$ cat src/rtl/flash_sector_writer.sv
module flash_sector_writer #(
  parameter int CLK_PERIOD_NS   = 8,
  parameter int WE_LOW_NS       = 90,
  parameter int WE_HIGH_NS      = 100,
  parameter int READ_NS         = 150,
  parameter int OE_GAP_NS       = 150,
  parameter int LOAD_GAP_MAX_NS = 150000,
  parameter int POLL_TIMEOUT_NS = 12000000,
  parameter int SECTOR_BYTES    = 128,
  parameter int ADDR_W          = 16
) (
  input  logic                                  clk,
  input  logic                                  rst_n,
  input  logic                                  req_valid,
  input  logic [ADDR_W-$clog2(SECTOR_BYTES)-1:0] req_sector,
  input  logic                                  req_unlock,
  output logic                                  req_ready,
  input  logic                                  src_valid,
  input  logic [7:0]                            src_data,
  output logic                                  src_ready,
  output logic                                  done,
  output logic                                  err_underrun,
  output logic                                  err_timeout,
  output logic                                  fl_ce_n,
  output logic                                  fl_oe_n,
  output logic                                  fl_we_n,
  output logic [ADDR_W-1:0]                     fl_addr,
  output logic [7:0]                            fl_dq_out,
  output logic                                  fl_dq_oe,
  input  logic [7:0]                            fl_dq_in
);

  localparam int IDX_W     = $clog2(SECTOR_BYTES);
  localparam int SEC_W     = ADDR_W - IDX_W;
  localparam int WP_CYC    = (WE_LOW_NS + CLK_PERIOD_NS - 1) / CLK_PERIOD_NS;
  localparam int WPH_CYC   = (WE_HIGH_NS + CLK_PERIOD_NS - 1) / CLK_PERIOD_NS;
  localparam int RD_CYC    = (READ_NS + CLK_PERIOD_NS - 1) / CLK_PERIOD_NS;
  localparam int OEG_CYC   = (OE_GAP_NS + CLK_PERIOD_NS - 1) / CLK_PERIOD_NS;
  localparam int STALL_CYC = LOAD_GAP_MAX_NS / CLK_PERIOD_NS - 2;
  localparam int POLL_CYC  = (POLL_TIMEOUT_NS + CLK_PERIOD_NS - 1) / CLK_PERIOD_NS;
  localparam int PH_MAX    = (WP_CYC > WPH_CYC ? WP_CYC : WPH_CYC) > (RD_CYC > OEG_CYC ? RD_CYC : OEG_CYC) ?
                             (WP_CYC > WPH_CYC ? WP_CYC : WPH_CYC) : (RD_CYC > OEG_CYC ? RD_CYC : OEG_CYC);
  localparam int PH_W      = $clog2(PH_MAX + 1);
  localparam int GAP_W     = $clog2(STALL_CYC + 2);
  localparam int POLL_W    = $clog2(POLL_CYC + 2);
  localparam int LD_W      = $clog2(SECTOR_BYTES + 4);
  localparam int PFX_N     = 3;

  typedef enum logic [2:0] {
    S_IDLE, S_WAIT, S_PRE, S_LOW, S_HIGH, S_REL, S_RD, S_OFF
  } state_t;

  state_t             state, nstate;
  logic [PH_W-1:0]    ph_cnt;
  logic [GAP_W-1:0]   gap_cnt;
  logic [POLL_W-1:0]  poll_cnt;
  logic [LD_W-1:0]    ld_cnt;
  logic [SEC_W-1:0]   sector_q;
  logic               unlock_q, armed;
  logic [7:0]         data_q;

  logic ph_zero, pre_next, last_load, match, poll_exp, stalled;
  logic [IDX_W-1:0] byte_idx;
  logic unused_dq;

  function automatic logic [ADDR_W+7:0] prefix_load(input logic [1:0] k);
    case (k)
      2'd0:    return {ADDR_W'(16'h5555), 8'hAA};
      2'd1:    return {ADDR_W'(16'h2AAA), 8'h55};
      default: return {ADDR_W'(16'h5555), 8'hA0};
    endcase
  endfunction

  assign ph_zero   = (ph_cnt == '0);
  assign pre_next  = unlock_q && (ld_cnt < LD_W'(PFX_N));
  assign last_load = (ld_cnt == (unlock_q ? LD_W'(SECTOR_BYTES + PFX_N) : LD_W'(SECTOR_BYTES)));
  assign byte_idx  = IDX_W'(ld_cnt - (unlock_q ? LD_W'(PFX_N) : LD_W'(0)));
  assign match     = (fl_dq_in[7] == data_q[7]);
  assign poll_exp  = (poll_cnt >= POLL_W'(POLL_CYC));
  assign stalled   = armed && (gap_cnt >= GAP_W'(STALL_CYC));
  assign unused_dq = ^fl_dq_in[6:0];

  assign req_ready = (state == S_IDLE);
  assign src_ready = (state == S_WAIT);
  assign fl_dq_out = data_q;

  always_comb begin
    nstate = state;
    case (state)
      S_IDLE: if (req_valid) nstate = req_unlock ? S_PRE : S_WAIT;
      S_WAIT: if (src_valid) nstate = S_PRE;
              else if (stalled) nstate = S_IDLE;
      S_PRE:  nstate = S_LOW;
      S_LOW:  if (ph_zero) nstate = S_HIGH;
      S_HIGH: if (ph_zero) nstate = last_load ? S_REL : (pre_next ? S_PRE : S_WAIT);
      S_REL:  nstate = S_RD;
      S_RD:   if (ph_zero) nstate = (match || poll_exp) ? S_IDLE : S_OFF;
      S_OFF:  if (ph_zero) nstate = S_RD;
      default: nstate = S_IDLE;
    endcase
  end

  always_ff @(posedge clk or negedge rst_n) begin
    if (!rst_n) begin
      state        <= S_IDLE;
      ph_cnt       <= '0;
      gap_cnt      <= '0;
      poll_cnt     <= '0;
      ld_cnt       <= '0;
      sector_q     <= '0;
      unlock_q     <= 1'b0;
      armed        <= 1'b0;
      data_q       <= '0;
      fl_addr      <= '0;
      fl_ce_n      <= 1'b1;
      fl_oe_n      <= 1'b1;
      fl_we_n      <= 1'b1;
      fl_dq_oe     <= 1'b0;
      done         <= 1'b0;
      err_underrun <= 1'b0;
      err_timeout  <= 1'b0;
    end else begin
      state    <= nstate;
      fl_ce_n  <= (nstate == S_IDLE);
      fl_we_n  <= (nstate != S_LOW);
      fl_oe_n  <= (nstate != S_RD);
      fl_dq_oe <= (nstate == S_PRE) || (nstate == S_LOW) || (nstate == S_HIGH);

      if (state != nstate) begin
        case (nstate)
          S_LOW:   ph_cnt <= PH_W'(WP_CYC - 1);
          S_HIGH:  ph_cnt <= PH_W'(WPH_CYC - 1);
          S_RD:    ph_cnt <= PH_W'(RD_CYC - 1);
          S_OFF:   ph_cnt <= PH_W'(OEG_CYC - 1);
          default: ph_cnt <= '0;
        endcase
      end else if (!ph_zero) begin
        ph_cnt <= ph_cnt - 1'b1;
      end

      if (state == S_LOW)        gap_cnt <= '0;
      else if (gap_cnt != '1)    gap_cnt <= gap_cnt + 1'b1;

      if (state == S_IDLE) begin
        armed  <= 1'b0;
        ld_cnt <= '0;
      end else if (state == S_LOW && nstate == S_HIGH) begin
        armed  <= 1'b1;
        ld_cnt <= ld_cnt + 1'b1;
      end

      if (state == S_IDLE && req_valid) begin
        sector_q <= req_sector;
        unlock_q <= req_unlock;
        if (req_unlock) {fl_addr, data_q} <= prefix_load(2'd0);
      end
      if (state == S_HIGH && nstate == S_PRE) {fl_addr, data_q} <= prefix_load(ld_cnt[1:0]);
      if (state == S_WAIT && src_valid) begin
        fl_addr <= {sector_q, byte_idx};
        data_q  <= src_data;
      end
      if (state == S_HIGH && nstate == S_REL) fl_addr <= {sector_q, {IDX_W{1'b1}}};

      if (state == S_HIGH && nstate == S_REL)   poll_cnt <= '0;
      else if ((state == S_REL || state == S_RD || state == S_OFF) && poll_cnt != '1)
        poll_cnt <= poll_cnt + 1'b1;

      done         <= (state == S_RD) && ph_zero && match;
      err_timeout  <= (state == S_RD) && ph_zero && !match && poll_exp;
      err_underrun <= (state == S_WAIT) && !src_valid && stalled;
    end
  end

  logic [PH_W:0] chk_low, chk_high;
  always_ff @(posedge clk or negedge rst_n) begin
    if (!rst_n) begin
      chk_low  <= '0;
      chk_high <= '1;
    end else begin
      chk_low  <= fl_we_n ? '0 : chk_low + 1'b1;
      if (!fl_we_n)            chk_high <= '0;
      else if (chk_high != '1) chk_high <= chk_high + 1'b1;
    end
  end


  we_low_width_chk: assert property (@(posedge clk) disable iff (!rst_n)
    $rose(fl_we_n) |-> chk_low >= (PH_W+1)'(WP_CYC));

  we_high_gap_chk: assert property (@(posedge clk) disable iff (!rst_n)
    $fell(fl_we_n) |-> chk_high >= (PH_W+1)'(WPH_CYC));

  we_oe_excl_chk: assert property (@(posedge clk) disable iff (!rst_n)
    !fl_we_n |-> (fl_oe_n && fl_dq_oe && !fl_ce_n));

  load_stable_chk: assert property (@(posedge clk) disable iff (!rst_n)
    (!fl_we_n && $past(!fl_we_n)) |-> ($stable(fl_addr) && $stable(fl_dq_out)));

  read_release_chk: assert property (@(posedge clk) disable iff (!rst_n)
    !fl_oe_n |-> (!fl_dq_oe && fl_we_n));

  result_excl_chk: assert property (@(posedge clk) disable iff (!rst_n)
    $onehot0({done, err_underrun, err_timeout}));

  underrun_quiet_chk: assert property (@(posedge clk) disable iff (!rst_n)
    err_underrun |-> (fl_we_n && req_ready));

endmodule

$ cat config.mk
export PLATFORM = sky130hd
export DESIGN_NAME = flash_sector_writer
export DESIGN_NICKNAME = d
export VERILOG_FILES = /design/src/rtl/flash_sector_writer.sv
export SDC_FILE = /design/constraint.sdc
export NUM_CORES = 1
export LEC_CHECK = 0
export CORE_UTILIZATION = 50
export DETAILED_ROUTE_END_ITERATION = 6
export DONT_BUFFER_PORTS = 1
export GPL_ROUTABILITY_DRIVEN = 0
export PLACE_DENSITY_LB_ADDON = 0.2
export SLEW_MARGIN = 20
export SYNTH_ARGS = -nofsm -noshare
export SYNTH_HDL_FRONTEND = slang
export SYNTH_SLANG_ARGS = --single-unit
$ cat constraint.sdc
create_clock -name clk -period 3.8 [get_ports clk]
set_input_delay 0.19 -clock clk [delete_from_list [all_inputs] [get_ports clk]]
set_output_delay 0.19 -clock clk [all_outputs]
set_load 0.005 [all_outputs]
==> results of run 1 <==
==> kinds of logic (layout without fill, tap and decap cells) <==
group / Yosys count / count (layout) / share of synthesized area [%]
adder cells (fa/ha/maj): 12 / 12 / 3.21
AO/OA/AOI/OAI: 107 / 107 / 14.6
flip-flops: 94 / 94 / 47.9
multiplexers: 9 / 9 / 2.16
AND/OR/NAND/NOR: 197 / 197 / 20.1
buffers and inverters: 49 / 66 / 4.38
XOR/XNOR: 43 / 43 / 7.66
==> worst max-delay path: cells and delay by family, from the launching register on <==
family | cells | cell delay [ps]
AO/OA/AOI/OAI | 4 | 900
flip-flops | 1 | 400
adder cells (fa/ha/maj) | 1 | 230
buffers and inverters | 1 | 90
AND/OR/NAND/NOR | 3 | 1450
==> per-layer routing <==
metal | part of all wire [%] | vias to the layer above
met5 | 0 | -
met4 | 1.8 | 0
met2 | 47 | 81
met3 | 4.9 | 14
met1 | 46 | 1836
li1 | - | 1815
==> registers in the layout (all words and copies together), names as in the netlist <==
| name | flops |
|---|---|
| poll_cnt | 21 |
| ld_cnt | 8 |
| fl_we_n | 1 |
| fl_ce_n | 1 |
| err_underrun | 1 |
| ph_cnt | 5 |
| fl_dq_oe | 1 |
| armed | 1 |
| unlock_q | 1 |
| fl_addr | 16 |
| sector_q | 9 |
| state | 3 |
| fl_oe_n | 1 |
| fl_dq_out | 8 |
| gap_cnt | 15 |
| err_timeout | 1 |
| done | 1 |
==> path summary, 6_finish.rpt <==
path	start	end	slack, ps
worst max-delay path	ph_cnt[0]$_DFFE_PN0P_	fl_addr[7]$_DFFE_PN0P_	600
worst min-delay path	src_data[3]	fl_dq_out[3]$_DFFE_PN0P_	10
worst max register to register	ph_cnt[0]$_DFFE_PN0P_	fl_addr[7]$_DFFE_PN0P_	600
worst min register to register	armed$_DFFE_PN0P_	armed$_DFFE_PN0P_	490
max in group asynchronous	rst_n	fl_oe_n$_DFF_PN1_	3030
min in group asynchronous	rst_n	gap_cnt[11]$_DFFE_PN0P_	390
==> final cells by class <==
class | instances | share of cell area [%]
Tap cell | 129 | 2.95
Clock buffer | 10 | 2.33
Clock inverter | 6 | 2.17
Sequential cell | 94 | 43.1
Timing Repair Buffer | 27 | 4.94
Multi-Input combinational cell | 368 | 42.9
Inverter | 23 | 1.58
==> Yosys cell counts, types with 2 or more instances <==
| library cell | n |
|---|---|
| and2_1 | 2 |
| xor2_1 | 30 |
| nor2_1 | 64 |
| ha_1 | 11 |
| xnor2_1 | 13 |
| nand2b_1 | 2 |
| nor2b_1 | 2 |
| inv_1 | 19 |
| nor3_1 | 9 |
| a31oi_1 | 11 |
| and3_1 | 8 |
| dfstp_2 | 3 |
| o21ai_1 | 15 |
| o221a_1 | 2 |
| a211oi_1 | 10 |
| or3_1 | 6 |
| and4_1 | 3 |
| mux2_4 | 2 |
| buf_4 | 2 |
| buf_6 | 2 |
| nand2_1 | 49 |
| inv_2 | 4 |
| or2_1 | 2 |
| dfrtp_1 | 91 |
| a21oi_1 | 27 |
| nand4_1 | 10 |
| a311o_1 | 2 |
| o221ai_2 | 2 |
| o22a_1 | 4 |
| mux2_2 | 4 |
| mux2i_1 | 2 |
| a311oi_1 | 5 |
| nor4b_2 | 3 |
| nand3_1 | 25 |
| nor4_1 | 3 |
| buf_2 | 7 |
| clkbuf_1 | 15 |
| o21ai_0 | 13 |
| a21o_1 | 3 |
| o21a_1 | 2 |
==> report_power, final <==
group	total (mW)	internal, mW	switching, mW
logic	1.36	0.585	0.779
registers	1.73	1.36	0.375
clock network	0.818	0.446	0.373
total	3.92	2.39	1.53
==> per-stage QoR <==
step / hold WS (ps) / worst slack (ps)
after floorplan: -106 / 1120
after global placement: -102 / 738
after detailed placement: -102 / 691
after CTS: 0.609 / 649
after global routing: 12.7 / 488
final: 13.6 / 602
==> repair_timing <==
item                                   CTS  global route
hold buffers                            20             0
endpoints found under the hold margin  111             0
resized for setup                        0             0
==> metrics.yaml, run 1 <==
timing:
  slew_viol_final: 0
  period_minus_slack_ps: 3200
  rsz0062_at_grt: "no"
  setup_violations: 0
  fin_setup_tns_ps: 0
  slew_headroom_pct: 51.5
  clock.fmax_mhz: 313
  skew_ps: 11.4
  finalHoldViolCount: 0
  post-route-period-util_pct: 84.2
  worst_pin_slew_ps: 720
detailed_routing:
  viasPerCell: 5.70
  post_drt_wl_per_cell_um: 16.3
  wl_um: 10700
  firstDrtPassIters: 4
  first_iter_violations: 209
  drc: 0
  postRouteAntennaNets: 0
  num_vias: 3746
synthesis:
  yosysTopAreaCellShare_pct: 46.3
  synth_ff_type: "dfrtp_1"
  synth_seq_cells: 94
  synthCells: 511
  ys_async_sr_fraction_pct: 100
  synthDistinctLibCells: 62
  synth_area_per_cell_sq_um: 9.63
  yosys_warnings: 0
  synth.cell_area_sq_mm: 0.00492
  syn_nets: 553
  synth_area_leaders: "dfrtp_1 (46%), xor2_1 (5.3%), nor2_1 (4.9%)"
  synth_largest_area_cell: "dfrtp_1"
  synth_edf_count: 0
  ys_seq_area_share_pct: 47.9
die:
  core_area_sq_mm: 0.00937
  boundaryPins: 63
  die_width_um: 101
  die_h_um: 101
  row_count: 35
  dieArea_sq_mm: 0.0102
  start_util_pct: 52.5
status:
  status: "finished, final reports clean"
clock_network:
  numClockSinks: 94
  clockBufferDepth: 2
  cts.htree.levels: 3
  postCtsSetupBuffers: 0
  cts_buffers: 9
  cts-root-buf: "clkbuf_8"
  cts_tree: "done"
  clk_latency_ps: 370
  clk_pin_slew_ps: 90
placed_design:
  placed_cell_area_sq_mm: 0.00500
  port-buffer-count: 0
  placed_cells: 621
  dp_hpwl_um: 7170
worst_setup_path:
  crit_path_cell_trace: "inv_1 > ha_1 > or4b_4 > nor4b_2 > a31oi_1 > o211a_2 > nor2_2 > a21o_1 > a311oi_1"
  crit_fanout: 11
  crit_path_end_kind: "register"
  slowest_delay_ps: 580
  worstPathArrival_ps: 3440
  slowest_stage: "or4b_4"
  r2r_cells: 9
  critPathKind: "reg2reg"
  crit_path_start_kind: "register"
  crit_required_ps: 4040
grt:
  gr-total-overflow: 0
  grt_max_degree: 95
  use_met3_pct: 5.52
  met2_usage_pct: 36.1
  grt_usage_pct: 22.8
  antenna_found_initial: 0
  use_met1_pct: 30.8
  grt_pass1_vias: 3610
  busiest_layer: "met2"
  grt_pass1_wl_um: 18000
worst_hold_path:
  hold_path_class: "in2reg"
  hold-path-cell-count: 1
finish:
  final_common_cell: "dfrtp_1"
  final_cell_mix: "dfrtp_1 (91), nor2_1 (64), nand2_1 (49), xor2_1 (30), a21oi_1 (27)"
  nNetsFinal: 565
  fin_area_sq_mm: 0.00547
  antenna_cells: 0
  post-route-util_pct: 58.3
  fillers: 830
  seqCellArea_sq_mm: 0.00236
  area_delta_synth_final_pct: 11.2
  multi_input_area_sq_mm: 0.00235
  final_cells: 657
  drive_gt1_share_pct: 9.47
power:
  ir_worst_vdd_uv: 363
  p_total_mw: 3.92
  leakagePower_nw: 2.35
  power_density_mw_per_mm2: 716
run:
  drv_cap: 0
Note: power is estimated with default switching activity, not from simulation.
==> run 2: changes to the inputs <==
==> constraint.sdc (replaced) <==
create_clock -name clk -period 3.22 [get_ports clk]
set_input_delay 0.161 -clock clk [delete_from_list [all_inputs] [get_ports clk]]
set_output_delay 0.161 -clock clk [all_outputs]
set_load 0.005 [all_outputs]
==> run 2 against run 1 <==
  * Utilization up 0.15 points
  * Design area up 0.25%
  * Critical path depth unchanged
  * Register-to-register slack worse by 330 ps
  * Clock power about the same
  * Die area unchanged
  * First-iteration DRC count up 22%
==> metrics.yaml, run 2 (synthesis gave the netlist of run 1 again) <==
clock_network:
  numClockSinks: 94  # unchanged
  cts.htree.levels: 3  # unchanged
  cts_tree: "done"  # unchanged
  clockBufferDepth: 2  # unchanged
  cts_buffers: 9  # unchanged
  postCtsSetupBuffers: 0  # unchanged
  cts-root-buf: "clkbuf_8"  # unchanged
  clk_latency_ps: 370  # about the same
  clk_pin_slew_ps: 90  # about the same
timing:
  setup_slack_ps: 277  # was 602 ps
  period_minus_slack_ps: 2940  # was 3200 ps
  fin_setup_tns_ps: 0  # unchanged
  setup_violations: 0  # unchanged
  rsz0062_at_grt: "no"  # unchanged
  finalHoldViolCount: 0  # unchanged
  slew_headroom_pct: 52.6  # was 51.5%
  slew_viol_final: 0  # unchanged
  worst_pin_slew_ps: 705  # was 720 ps
  skew_ps: 13.0  # was 11.4 ps
  clock.fmax_mhz: 340  # was 313 MHz
  post-route-period-util_pct: 91.4  # was 84.2%
  hold_ws_ps: 18.4  # was 13.6 ps
finish:
  nNetsFinal: 571  # was 565
  area_delta_synth_final_pct: 11.4  # was 11.2%
  fillers: 851  # was 830
  antenna_cells: 0  # unchanged
  final_cell_mix: "dfrtp_1 (91), nor2_1 (64), nand2_1 (49), xor2_1 (30), a21oi_1 (27)"  # unchanged
  final_common_cell: "dfrtp_1"  # unchanged
  top_register: "poll_cnt"  # unchanged
  drive_gt1_share_pct: 10.7  # was 9.47%
  post-route-util_pct: 58.5  # was 58.3%
  reg.largest.list: "poll_cnt (21), fl_addr (16), gap_cnt (15)"  # unchanged
  largest_reg_flops: 21  # unchanged
worst_setup_path:
  crit_fanout: 9  # was 11
  r2r_setup_slack_ps: 280  # was 600 ps
  r2r_cells: 9  # unchanged
  crit_start: "ld_cnt[0]$_DFFE_PN0P_"  # was ph_cnt[0]$_DFFE_PN0P_
  crit_end: "fl_dq_out[1]$_DFFE_PN0P_"  # was fl_addr[7]$_DFFE_PN0P_
  r2r_end: "fl_dq_out[1]$_DFFE_PN0P_"  # was fl_addr[7]$_DFFE_PN0P_
  crit_required_ps: 3530  # was 4040 ps
  crit_path_end_kind: "register"  # unchanged
  worstPathArrival_ps: 3250  # was 3440 ps
  critPathKind: "reg2reg"  # unchanged
  crit_path_start_kind: "register"  # unchanged
  regToRegStartpoint: "ld_cnt[0]$_DFFE_PN0P_"  # was ph_cnt[0]$_DFFE_PN0P_
placed_design:
  dp_hpwl_um: 7270  # was 7170 um
  port-buffer-count: 0  # unchanged
  pre_cts_slack_ps: 295  # was 691 ps
detailed_routing:
  firstDrtPassIters: 4  # unchanged
  wl_um: 10700  # about the same
  post_drt_wl_per_cell_um: 16.2  # was 16.3 um
  postRouteAntennaNets: 0  # unchanged
  drc: 0  # unchanged
  viasPerCell: 5.64  # was 5.70
  num_vias: 3738  # was 3746
  first_iter_violations: 255  # was 209
grt:
  antenna_found_initial: 0  # unchanged
  grt_pass1_wl_um: 18300  # was 18000 um
  grt_max_degree: 95  # unchanged
  gr-total-overflow: 0  # unchanged
  grt_usage_pct: 23.1  # was 22.8%
  grt_pass1_vias: 3849  # was 3610
die:
  start_util_pct: 52.5  # unchanged
  die_h_um: 101  # unchanged
  boundaryPins: 63  # unchanged
  core_area_sq_mm: 0.00937  # unchanged
  dieArea_sq_mm: 0.0102  # unchanged
  die_width_um: 101  # unchanged
  row_count: 35  # unchanged
run:
  drv_cap: 0  # unchanged
worst_hold_path:
  hold_path_class: "in2reg"  # unchanged
power:
  leakagePower_nw: 2.35  # about the same
  power_density_mw_per_mm2: 821  # was 716 mW/mm^2
  ir_worst_vdd_uv: 437  # was 363 uV
status:
  status: "finished, final reports clean"  # unchanged
run 2: changes by cell type in the layout (fill, tap and decap cells not counted), sizes merged:
cell,delta
inv,-1
dlygate4sd3,+1
clkinvlp,+3
buf,+5
bufinv,-2
run 2: cell type report:
| class | instances | area [sq um] | area share [%] |
|---|---|---|---|
| multi-input cells | 368 | 2350 | 42.9 |
| well taps | 129 | 161 | 2.94 |
| repair buffers | 33 | 318 | 5.80 |
| inverters | 23 | 86.3 | 1.57 |
| clock buffers | 10 | 138 | 2.51 |
| flip-flops and latches | 94 | 2360 | 43.0 |
| clock inverters | 6 | 70.1 | 1.28 |
run 2: what timing repair did:
item / CTS / global route
hold buffers: 21 / 0
gates resized for setup: 0 / 0
endpoints found under the setup margin: 0 / 0
endpoints found under the hold margin: 112 / 0
run 2: per-stage QoR:
step | instances | cell area (sq um) | total power, mW
5_1_grt | 663 | 5480 | 4.85
6_report | 663 | 5480 | 4.50
3_5_place_dp | 626 | 5050 | 3.65
4_1_cts | 663 | 5480 | 4.53
3_3_place_gp | 626 | 5040 | 3.56
2_1_floorplan | 511 | 4920 | 3.25
run 2: power by group:
part | internal (mW) | switching (mW)
registers | 1.60 | 0.443
clock network | 0.384 | 0.436
logic | 0.709 | 0.925
total | 2.70 | 1.80
run 2: routing by layer:
metal  vias up  track usage, %  wire length, um
li1       1822               -                -
met4         0            7.36              121
met3        11            5.31              396
met2        51            37.9             5180
met5         -               0                0
met1      1854            30.4             5030
run 2: how the worst min path moves through the flow:
stage / slack (ps) / end / from / cells after the start
after floorplan: -130 / armed$_DFFE_PN0P_ / rst_n / 0
after global placement: -130 / gap_cnt[6]$_DFFE_PN0P_ / rst_n / 0
after detailed placement: -130 / gap_cnt[6]$_DFFE_PN0P_ / rst_n / 0
after CTS: 7 / done$_DFF_PN0_ / fl_dq_in[7] / 3
after global routing: 40 / err_underrun$_DFF_PN0_ / src_valid / 2
final: 20 / done$_DFF_PN0_ / fl_dq_in[7] / 3
run 2: worst max-delay path, cell delays in order (launching register included):
cell and delay, ps:
dfrtp_1 460, ha_1 260, or4b_1 600, o21ai_2 180, o21a_1 140, o221ai_2 130
o21ai_4 270, inv_2 150, nor3_4 420, o221a_1 270
==> run 3: changes to the inputs <==
--- a/config.mk
+++ b/config.mk
@@ -5,7 +5,7 @@
 export SDC_FILE = /design/constraint.sdc
 export NUM_CORES = 1
 export LEC_CHECK = 0
-export CORE_UTILIZATION = 50
+export CORE_UTILIZATION = 45
 export DETAILED_ROUTE_END_ITERATION = 6
 export DONT_BUFFER_PORTS = 1
 export GPL_ROUTABILITY_DRIVEN = 0
==> run 3 against run 2 <==
  * Non-clock buffer count is 2 higher
  * Die area increased by 11%
  * Count of clock-buffer cells in the layout shrank 1
  * Largest power group unchanged
  * Highest routed layer unchanged
==> metrics.yaml, run 3 (synthesis gave the netlist of run 1 again) <==
die:
  core_area_sq_mm: 0.0105  # was 0.00937 sq mm
  boundaryPins: 63  # unchanged
  start_util_pct: 47.0  # was 52.5%
  row_count: 37  # was 35
  die_width_um: 107  # was 101 um
  die_h_um: 107  # was 101 um
  dieArea_sq_mm: 0.0114  # was 0.0102 sq mm
grt:
  grt_usage_pct: 21.2  # was 23.1%
  grt_pass1_vias: 3870  # was 3849
  antenna_found_initial: 0  # unchanged
  grt_pass1_wl_um: 18800  # was 18300 um
  grt_max_degree: 95  # unchanged
  gr-total-overflow: 0  # unchanged
clock_network:
  clockBufferDepth: 2  # unchanged
  postCtsResizedCells: 0  # unchanged
  clk_latency_ps: 390  # was 370 ps
  cts_buffers: 9  # unchanged
  postCtsSetupBuffers: 0  # unchanged
  numClockSinks: 94  # unchanged
  clk_pin_slew_ps: 100  # was 90 ps
  ctsHoldBuffers: 22  # was 21
  cts-root-buf: "clkbuf_8"  # unchanged
  cts_tree: "done"  # unchanged
  cts.htree.levels: 3  # unchanged
timing:
  slew_headroom_pct: 53.6  # was 52.6%
  hold_ws_ps: 29.0  # was 18.4 ps
  post-route-period-util_pct: 92.5  # was 91.4%
  setup_violations: 0  # unchanged
  slew_viol_final: 0  # unchanged
  worst_pin_slew_ps: 696  # was 705 ps
  clock.fmax_mhz: 336  # was 340 MHz
  finalHoldViolCount: 0  # unchanged
  skew_ps: 13.2  # was 13.0 ps
  fin_setup_tns_ps: 0  # unchanged
  setup_slack_ps: 243  # was 277 ps
  rsz0062_at_grt: "no"  # unchanged
  period_minus_slack_ps: 2980  # was 2940 ps
worst_setup_path:
  critPathKind: "reg2reg"  # unchanged
  slowest_delay_ps: 600  # about the same
  crit_path_start_kind: "register"  # unchanged
  critPathTopFamily: "simple AND/OR/NAND/NOR gates"  # unchanged
  crit_fanout: 9  # unchanged
  crit_path_cell_trace: "ha_1 > or4b_1 > o21ai_2 > o21a_1 > o221ai_2 > o21ai_4 > inv_2 > nor3_4 > o221a_1"  # unchanged
  crit_path_end_kind: "register"  # unchanged
  crit_buf_inv: 1  # unchanged
  slowest_stage: "or4b_1"  # unchanged
  crit_required_ps: 3550  # was 3530 ps
  worstPathArrival_ps: 3310  # was 3250 ps
finish:
  fin_area_sq_mm: 0.00550  # was 0.00548 sq mm
  reg.largest.list: "poll_cnt (21), fl_addr (16), gap_cnt (15)"  # unchanged
  final_cells: 672  # was 663
  post-route-util_pct: 52.6  # was 58.5%
  area_delta_synth_final_pct: 11.9  # was 11.4%
  top_register: "poll_cnt"  # unchanged
  antenna_cells: 0  # unchanged
  drive_gt1_share_pct: 10.8  # was 10.7%
  final_cell_mix: "dfrtp_1 (91), nor2_1 (64), nand2_1 (49), xor2_1 (30), a21oi_1 (27)"  # unchanged
  final_common_cell: "dfrtp_1"  # unchanged
  nNetsFinal: 573  # was 571
  largest_reg_flops: 21  # unchanged
detailed_routing:
  first_iter_violations: 226  # was 255
  postRouteAntennaNets: 0  # unchanged
  viasPerCell: 5.60  # was 5.64
  post_drt_wl_per_cell_um: 16.1  # was 16.2 um
  firstDrtPassIters: 4  # unchanged
  wl_um: 10800  # was 10700 um
  drc: 0  # unchanged
  num_vias: 3764  # was 3738
placed_design:
  placed_cells: 634  # was 626
  placed_cell_area_sq_mm: 0.00506  # was 0.00505 sq mm
  port-buffer-count: 0  # unchanged
  dp_hpwl_um: 7450  # was 7270 um
  pre_cts_slack_ps: 262  # was 295 ps
power:
  leakagePower_nw: 2.37  # was 2.35 nW
  ir_worst_vdd_uv: 401  # was 437 uV
  p_total_mw: 4.49  # was 4.50 mW
  power_density_mw_per_mm2: 815  # was 821 mW/mm^2
status:
  status: "finished, final reports clean"  # unchanged
worst_hold_path:
  hold_path_class: "in2reg"  # unchanged
run:
  drv_cap: 0  # unchanged
-- run 3: changes by cell type in the layout (fill, tap and decap cells not counted) --
cell,previous run,this run
buf_4,12,13
clkbuf_8,10,9
inv_6,1,2
dlygate4sd3_1,20,21
inv_8,0,1
clkinv_2,0,1
clkinvlp_4,3,1
-- run 3: layout make-up --
type | count | area (sq um)
clock buffers | 9 | 124
clock inverters | 7 | 80.1
fillers | 981 | 4960
inverters | 23 | 86.3
multi-input cells | 368 | 2350
flip-flops and latches | 94 | 2360
well taps | 136 | 170
repair buffers | 35 | 335
-- run 3: worst register-to-register path: stages (launching register included) --
cell	delay, ps
dfrtp_1	450
ha_1	280
or4b_1	600
o21ai_2	180
o21a_1	150
o221ai_2	130
o21ai_4	300
inv_2	150
nor3_4	430
o221a_1	260
-- run 3: path summary, 6_finish.rpt --
kind | end | startpoint | slack (ps) | cells past startpoint
min reg2reg | armed$_DFFE_PN0P_ | armed$_DFFE_PN0P_ | 490 | 1
max | fl_dq_out[1]$_DFFE_PN0P_ | ld_cnt[0]$_DFFE_PN0P_ | 240 | 9
max in group asynchronous | fl_oe_n$_DFF_PN1_ | rst_n | 2500 | 2
min in group asynchronous | gap_cnt[14]$_DFFE_PN0P_ | rst_n | 380 | 2
max reg2reg | fl_dq_out[1]$_DFFE_PN0P_ | ld_cnt[0]$_DFFE_PN0P_ | 240 | 9
min | err_underrun$_DFF_PN0_ | src_valid | 30 | 2
-- run 3: metal layers --
layer / GRT usage [%] / up-vias / wire length, um
met5: 0 / - / 0
met4: 9.59 / 0 / 252
met3: 5.46 / 18 / 558
met2: 33.1 / 85 / 5030
met1: 27.7 / 1833 / 5000
li1: - / 1828 / -
-- run 3: report_power, final --
part	leakage, nW	total, mW	switching [mW]	internal [mW]
Combinational	1.16	1.63	0.921	0.710
Sequential	1.11	2.04	0.439	1.60
Clock	0.102	0.813	0.444	0.369
Total	2.37	4.49	1.80	2.68
